**src/rtl/wsr_pkg.sv**
```systemverilog
`timescale 1ns/1ps
package wsr_pkg;

  typedef enum logic [2:0] {
    OP_NOP    = 3'd0,
    OP_SWITCH = 3'd1,
    OP_RETURN = 3'd2,
    OP_LINK   = 3'd3,
    OP_ADJUST = 3'd4
  } wsr_op_e;

  typedef enum logic [2:0] {
    ST_IDLE,
    ST_SAVE_WP,
    ST_SAVE_PC,
    ST_SAVE_ST,
    ST_LOAD1,
    ST_LOAD2
  } wsr_state_e;

endpackage

```
**src/rtl/wsr_ram.sv**
```systemverilog
`timescale 1ns/1ps
module wsr_ram #(
  parameter int AW  = 6,
  parameter int DW  = 16,
  parameter int NRD = 2
) (
  input  logic                    clk,
  input  logic                    we,
  input  logic [AW-1:0]           waddr,
  input  logic [DW-1:0]           wdata,
  input  logic [NRD-1:0][AW-1:0]  raddr,
  output logic [NRD-1:0][DW-1:0]  rq
);
  localparam int DEPTH = 1 << AW;

  logic [DW-1:0] mem [DEPTH];

  always_ff @(posedge clk) begin
    if (we) mem[waddr] <= wdata;
  end

  // registered read ports; a same-cycle write to the same word wins
  for (genvar p = 0; p < NRD; p++) begin : g_rd
    logic hit;
    assign hit = we && (waddr == raddr[p]);
    always_ff @(posedge clk) begin
      rq[p] <= hit ? wdata : mem[raddr[p]];
    end
  end
endmodule

```
**src/rtl/wsr_ptr.sv**
```systemverilog
`timescale 1ns/1ps
module wsr_ptr #(
  parameter int AW     = 6,
  parameter int IDX_W  = 4,
  parameter int WP_RST = 0
) (
  input  logic          clk,
  input  logic          rst_n,
  input  logic          ld,
  input  logic [AW-1:0] nxt,
  output logic [AW-1:0] wp,
  output logic          ovf
);
  localparam int DEPTH = 1 << AW;
  localparam int WIN   = 1 << IDX_W;
  localparam logic [AW-1:0] LIMIT = AW'(DEPTH - WIN);

  function automatic logic crosses_top(input logic [AW-1:0] base);
    return base > LIMIT;
  endfunction

  always_ff @(posedge clk or negedge rst_n) begin
    if (!rst_n) begin
      wp  <= AW'(WP_RST);
      ovf <= crosses_top(AW'(WP_RST));
    end else if (ld) begin
      wp  <= nxt;
      ovf <= crosses_top(nxt);
    end
  end
endmodule

```
**src/rtl/wsr_seq.sv**
```systemverilog
`timescale 1ns/1ps
module wsr_seq
  import wsr_pkg::*;
#(
  parameter int AW    = 6,
  parameter int DW    = 16,
  parameter int OFF_W = 6,
  parameter int IDX_W = 4
) (
  input  logic             clk,
  input  logic             rst_n,
  input  logic             op_valid,
  input  logic [2:0]       op_code,
  input  logic [OFF_W-1:0] op_off,
  input  logic [DW-1:0]    pc_in,
  input  logic [DW-1:0]    st_in,
  input  logic             rd_req,
  input  logic [IDX_W-1:0] rd_a_idx,
  input  logic [IDX_W-1:0] rd_b_idx,
  input  logic             wr_en,
  input  logic [IDX_W-1:0] wr_idx,
  input  logic [DW-1:0]    wr_data,
  input  logic [AW-1:0]    wp,
  input  logic [DW-1:0]    q_a,
  input  logic [DW-1:0]    q_b,
  output logic             ram_we,
  output logic [AW-1:0]    ram_waddr,
  output logic [DW-1:0]    ram_wdata,
  output logic [AW-1:0]    ram_ra,
  output logic [AW-1:0]    ram_rb,
  output logic             wp_ld,
  output logic [AW-1:0]    wp_nxt,
  output logic [DW-1:0]    pc_out,
  output logic [DW-1:0]    st_out,
  output logic             busy,
  output logic             rd_valid,
  output logic             acc_rd,
  output logic             acc_wr,
  output logic             acc_op
);
  localparam int WIN = 1 << IDX_W;
  localparam logic [IDX_W-1:0] SLOT_ST   = IDX_W'(WIN - 1);
  localparam logic [IDX_W-1:0] SLOT_PC   = IDX_W'(WIN - 2);
  localparam logic [IDX_W-1:0] SLOT_WP   = IDX_W'(WIN - 3);
  localparam logic [IDX_W-1:0] SLOT_LINK = IDX_W'(WIN - 5);

  function automatic logic [AW-1:0] win_addr(input logic [AW-1:0] base,
                                             input logic [IDX_W-1:0] idx);
    return base + AW'(idx);
  endfunction

  function automatic logic [AW-1:0] ptr_step(input logic [AW-1:0] base,
                                             input logic [OFF_W-1:0] off);
    return base + AW'($signed(off));
  endfunction

  wsr_state_e state_q, state_d;
  logic [AW-1:0] sv_wp_q;
  logic [DW-1:0] sv_pc_q, sv_st_q;
  logic is_sw, is_ret, is_lnk, is_adj;

  assign busy   = (state_q != ST_IDLE);
  assign acc_op = op_valid && !busy;
  assign is_sw  = acc_op && (op_code == OP_SWITCH);
  assign is_ret = acc_op && (op_code == OP_RETURN);
  assign is_lnk = acc_op && (op_code == OP_LINK);
  assign is_adj = acc_op && (op_code == OP_ADJUST);
  assign acc_rd = rd_req && !busy && !is_ret;
  assign acc_wr = wr_en && !busy && !is_lnk;

  always_comb begin
    state_d = state_q;
    case (state_q)
      ST_IDLE: begin
        if (is_sw)       state_d = ST_SAVE_WP;
        else if (is_ret) state_d = ST_LOAD1;
      end
      ST_SAVE_WP: state_d = ST_SAVE_PC;
      ST_SAVE_PC: state_d = ST_SAVE_ST;
      ST_SAVE_ST: state_d = ST_IDLE;
      ST_LOAD1:   state_d = ST_LOAD2;
      ST_LOAD2:   state_d = ST_IDLE;
      default:    state_d = ST_IDLE;
    endcase
  end

  // read address steering: return borrows both ports
  always_comb begin
    ram_ra = win_addr(wp, rd_a_idx);
    ram_rb = win_addr(wp, rd_b_idx);
    if (is_ret) begin
      ram_ra = win_addr(wp, SLOT_WP);
      ram_rb = win_addr(wp, SLOT_PC);
    end else if (state_q == ST_LOAD1) begin
      ram_ra = win_addr(wp, SLOT_ST);
    end
  end

  // write steering: save sequence, then link, then register port
  always_comb begin
    ram_we    = 1'b0;
    ram_waddr = win_addr(wp, wr_idx);
    ram_wdata = wr_data;
    case (state_q)
      ST_SAVE_WP: begin
        ram_we    = 1'b1;
        ram_waddr = win_addr(wp, SLOT_WP);
        ram_wdata = DW'(sv_wp_q);
      end
      ST_SAVE_PC: begin
        ram_we    = 1'b1;
        ram_waddr = win_addr(wp, SLOT_PC);
        ram_wdata = sv_pc_q;
      end
      ST_SAVE_ST: begin
        ram_we    = 1'b1;
        ram_waddr = win_addr(wp, SLOT_ST);
        ram_wdata = sv_st_q;
      end
      default: begin
        if (is_lnk) begin
          ram_we    = 1'b1;
          ram_waddr = win_addr(wp, SLOT_LINK);
          ram_wdata = pc_in;
        end else if (acc_wr) begin
          ram_we = 1'b1;
        end
      end
    endcase
  end

  assign wp_ld  = is_sw || is_adj || (state_q == ST_LOAD2);
  assign wp_nxt = (state_q == ST_LOAD2) ? sv_wp_q : ptr_step(wp, op_off);

  always_ff @(posedge clk or negedge rst_n) begin
    if (!rst_n) begin
      state_q  <= ST_IDLE;
      sv_wp_q  <= '0;
      sv_pc_q  <= '0;
      sv_st_q  <= '0;
      pc_out   <= '0;
      st_out   <= '0;
      rd_valid <= 1'b0;
    end else begin
      state_q  <= state_d;
      rd_valid <= acc_rd;
      if (is_sw) begin
        sv_wp_q <= wp;
        sv_pc_q <= pc_in;
        sv_st_q <= st_in;
      end
      if (state_q == ST_LOAD1) begin
        sv_wp_q <= q_a[AW-1:0];
        sv_pc_q <= q_b;
      end
      if (state_q == ST_LOAD2) begin
        pc_out <= sv_pc_q;
        st_out <= q_a;
      end
    end
  end
endmodule

```
**src/rtl/wsreg_file.sv**
```systemverilog
`timescale 1ns/1ps
module wsreg_file #(
  parameter int AW     = 6,
  parameter int DW     = 16,
  parameter int OFF_W  = 6,
  parameter int IDX_W  = 4,
  parameter int WP_RST = 0
) (
  input  logic             clk,
  input  logic             rst_n,
  input  logic             rd_req,
  input  logic [IDX_W-1:0] rd_a_idx,
  input  logic [IDX_W-1:0] rd_b_idx,
  output logic [DW-1:0]    rd_a_data,
  output logic [DW-1:0]    rd_b_data,
  output logic             rd_valid,
  input  logic             wr_en,
  input  logic [IDX_W-1:0] wr_idx,
  input  logic [DW-1:0]    wr_data,
  input  logic             op_valid,
  input  logic [2:0]       op_code,
  input  logic [OFF_W-1:0] op_off,
  input  logic [DW-1:0]    pc_in,
  input  logic [DW-1:0]    st_in,
  output logic [AW-1:0]    wp,
  output logic [DW-1:0]    pc_out,
  output logic [DW-1:0]    st_out,
  output logic             busy,
  output logic             ovf
);
  // internal events brought out for the checker
  logic          ram_we;
  logic [AW-1:0] ram_waddr;
  logic [DW-1:0] ram_wdata;
  logic [AW-1:0] ram_ra, ram_rb;
  logic [DW-1:0] q_a, q_b;
  logic          wp_ld;
  logic [AW-1:0] wp_nxt;
  logic          acc_rd, acc_wr, acc_op;
  logic [1:0][AW-1:0] raddr_bus;
  logic [1:0][DW-1:0] rq_bus;

  assign raddr_bus = {ram_rb, ram_ra};
  assign q_a       = rq_bus[0];
  assign q_b       = rq_bus[1];
  assign rd_a_data = q_a;
  assign rd_b_data = q_b;

  wsr_ram #(.AW(AW), .DW(DW), .NRD(2)) u_ram (
    .clk   (clk),
    .we    (ram_we),
    .waddr (ram_waddr),
    .wdata (ram_wdata),
    .raddr (raddr_bus),
    .rq    (rq_bus)
  );

  wsr_ptr #(.AW(AW), .IDX_W(IDX_W), .WP_RST(WP_RST)) u_ptr (
    .clk   (clk),
    .rst_n (rst_n),
    .ld    (wp_ld),
    .nxt   (wp_nxt),
    .wp    (wp),
    .ovf   (ovf)
  );

  wsr_seq #(.AW(AW), .DW(DW), .OFF_W(OFF_W), .IDX_W(IDX_W)) u_seq (
    .clk       (clk),
    .rst_n     (rst_n),
    .op_valid  (op_valid),
    .op_code   (op_code),
    .op_off    (op_off),
    .pc_in     (pc_in),
    .st_in     (st_in),
    .rd_req    (rd_req),
    .rd_a_idx  (rd_a_idx),
    .rd_b_idx  (rd_b_idx),
    .wr_en     (wr_en),
    .wr_idx    (wr_idx),
    .wr_data   (wr_data),
    .wp        (wp),
    .q_a       (q_a),
    .q_b       (q_b),
    .ram_we    (ram_we),
    .ram_waddr (ram_waddr),
    .ram_wdata (ram_wdata),
    .ram_ra    (ram_ra),
    .ram_rb    (ram_rb),
    .wp_ld     (wp_ld),
    .wp_nxt    (wp_nxt),
    .pc_out    (pc_out),
    .st_out    (st_out),
    .busy      (busy),
    .rd_valid  (rd_valid),
    .acc_rd    (acc_rd),
    .acc_wr    (acc_wr),
    .acc_op    (acc_op)
  );
endmodule

```
**config.mk**
```make
export PLATFORM = sky130hd
export DESIGN_NAME = wsreg_file
export DESIGN_NICKNAME = d
export VERILOG_FILES = /design/src/rtl/wsr_pkg.sv /design/src/rtl/wsr_ram.sv /design/src/rtl/wsr_ptr.sv /design/src/rtl/wsr_seq.sv /design/src/rtl/wsreg_file.sv
export SDC_FILE = /design/constraint.sdc
export NUM_CORES = 1
export LEC_CHECK = 0
export ABC_CLOCK_PERIOD_IN_PS = 5800
export BUFFER_PORTS_ARGS = -buffer_cell sky130_fd_sc_hd__buf_2
export CORE_MARGIN = 1.5
export CORE_UTILIZATION = 45
export DETAILED_ROUTE_END_ITERATION = 8
export PLACE_DENSITY = 0.72
export SLEW_MARGIN = 0
export SYNTH_ARGS = -nofsm -noshare
export SYNTH_HDL_FRONTEND = slang
export SYNTH_SLANG_ARGS = --single-unit
```
**constraint.sdc**
```tcl
create_clock -name clk -period 5.8 [get_ports clk]
set_input_delay 0.87 -clock clk [delete_from_list [all_inputs] [get_ports clk]]
set_output_delay 0.87 -clock clk [all_outputs]
set_load 0.02 [all_outputs]
```
==> results.cfg <==
[critical_path]
cp_slowest_stage_delay_ns = 0.91
critical_path.top_delay_family = simple AND/OR/NAND/NOR gates
crit_fanout = 36
crit_required_ns = 4.93
worstSetupPathType = reg2out
path_buf_inv = 2
rrSetupSlack_ns = 0.95
crit_path_cell_trace = and2_2 > buf_4 > a22oi_1 > nand3_1 > nand4_1 > nor2_1 > a31oi_1 > buf_2
startpoint_type = flop
end_kind = output pin
arrival_ns = 4.39
crit_slowest_cell = dfxtp_4

[drt]
vias = 36546
avgRoutedWirePerCell_um = 32.2
drtAntennaViolNets = 0
via_per_inst = 6.74
drt-initial-drc-count = 5973
drc = 0
totalWireLength_um = 174000
dr.pass1.iters = 6

[clock_tree]
ctsHoldBuffers = 0
htree_levels = 3
ctsResizeCount = 0
clk_path_buf_depth = 3
clockRootBuffer = clkbuf_16
clock_latency_ns = 0.71
cts.sinks = 1117
clkTransAtPathRegs_ns = 0.06
cts_tree = yes
cts_setup_buffers = 0
cts_buffers = 111

[timing]
slew_violations = 0
clock.fmax_mhz = 190
relSlewSlack_pct = 2.99
setup_viol = 0
post-route-period-util_pct = 90.6
fin_crit_ns = 5.26
hold_viol = 0
clock_skew_ns = 0.0341
rsz0062_at_grt = no
tightest_slew_ns = 1.45
fin_tns_setup_ns = 0

[yosys]
yosys.area.top_type = edfxtp_1
yosysWarnings = 0
synthTopCellsByArea = edfxtp_1, mux4_2, mux2i_1
synth_ff_type = edfxtp_1
synth_area_mm2 = 0.0543
synth_cell_types = 72
syn-instance-count = 3544
synth_seq_cells = 1117
synth_edf_count = 1024
yosysSeqAreaShare_pct = 60.8
netlist.area_leader.share_pct = 56.6
async_reset_ff_share_pct = 7.25
syn_avg_cell_area_um2 = 15.3
synth_fp_nets = 3643

[global_routing]
grt_pass1_wl_um = 248000
antenna_found_initial = 4
use_met1_pct = 39.1
grt_pass1_vias = 34925
met2_usage_pct = 40.5
overflow = 0
grt_usage_pct = 28.0
grt_max_degree = 74
grt-busiest-layer = met2
met3_usage_pct = 8.30

[power]
p_per_area_mw_per_mm2 = 645
power_mw = 39.8
p_leak_nw = 21.8
ir_drop_v = 0.000454

[layout]
mostFrequentLayoutCell = edfxtp_1
ff_latch_area_mm2 = 0.0330
area_growth_pct = 13.6
mostFrequentLayoutCells = edfxtp_1, mux2i_1, mux4_2
drive_gt1_share_pct = 25.3
fillCellCount = 9692
stdcell_area_mm2 = 0.0617
nNetsFinal = 3813
multi_input_area_mm2 = 0.0205

[floorplanning]
die-area_mm2 = 0.123
rows = 127
start_util_pct = 45.3
ios = 147
coreArea_mm2 = 0.120
die_w_um = 350
dieHeight_um = 350

[place]
dpl.hpwl_um = 116000
gpl.final_weighted_congestion = 0.970
numPortBuffers = 146
place_area_mm2 = 0.0580

[min_path]
timing.hold.worst.class = in2async

[flow_run]
drv_cap = 0

[outcome]
status = complete, no violations
-- cell usage after synthesis (42+ instances only) --
cell type	instances
edfxtp_1	1024
clkbuf_1	109
o21ai_0	43
nor2_1	99
mux2i_1	550
nor3_1	74
a22oi_1	183
dfrtp_1	81
mux4_2	288
buf_2	116
mux2_2	42
nand3_1	127
nand2_1	251
a21oi_1	84
-- metal layers --
metal  vias up  wire length, um
li1      14663                -
met1     18484            65200
met2      2948            74800
met3       447            25400
met4         4             9030
met5         -               95
-- power by group --
part           switching, mW  leakage (nW)  internal [mW]
Sequential              1.39          10.4           11.7
Combinational           12.9          9.65           6.48
Clock                   3.13          1.78           4.21
-- registers in the layout, summed over array words and instances (netlist names), named ones only --
signal and count:
u_ptr.wp 6, u_seq.sv_pc_q 16, u_seq.st_out 16, u_seq.rd_valid 1
u_seq.state_q 3, u_ptr.ovf 1, u_seq.pc_out 16, u_ram.mem 1024
u_seq.sv_st_q 16, u_seq.sv_wp_q 6
-- cells by family (layout without fill, tap and decap cells) --
logic type | count (synthesis) | count (layout) | synth area share (%)
xor+xnor | 24 | 24 | 0.387
simple gates | 668 | 668 | 5.71
mux | 880 | 880 | 23.0
flops | 1117 | 1117 | 60.8
fa+ha+maj | 25 | 25 | 0.631
compound gates | 529 | 529 | 6.95
buf+inv | 301 | 564 | 2.55
other cells | 0 | 4 | 0
-- path summary, 6_finish.rpt --
path / endpoint / cells after the start / startpoint
setup / recovery: rd_a_data[14] / 8 / flop
max in group asynchronous: u_seq.st_out[12]$_DFFE_PN0P_ / 2 / rst_n
setup reg to reg: u_ram.mem[37][2]$_DFFE_PP_ / 14 / u_seq.state_q[2]$_DFFE_PN0P_
hold reg to reg: u_seq.pc_out[13]$_DFFE_PN0P_ / 2 / u_seq.pc_out[13]$_DFFE_PN0P_
hold / removal: u_seq.pc_out[2]$_DFFE_PN0P_ / 1 / rst_n
min in group clk: u_seq.sv_st_q[0]$_DFFE_PN0P_ / 3 / st_in[0]
-- layout make-up --
type | count | area share (%)
flip-flops and latches | 1117 | 53.6
multi-input cells | 2126 | 33.2
clock buffers | 132 | 4.73
repair buffers | 333 | 3.85
well taps | 1612 | 3.27
clock inverters | 74 | 1.20
inverters | 25 | 0.152
diodes | 4 | 0.0162
-- per-stage QoR --
step | hold slack (ns) | std cells | setup WS (ns) | util (%)
finish | 0.185 | 5423 | 0.543 | 51.5
global route | 0.202 | 5419 | 0.442 | 51.5
CTS | 0.167 | 5419 | 0.665 | 51.5
detailed placement | 0.461 | 5213 | 0.914 | 48.4
global placement | 0.456 | 5213 | 0.968 | 48.4
floorplan | 0.445 | 3544 | 0.639 | -
Note: power is estimated with default switching activity, not from simulation.
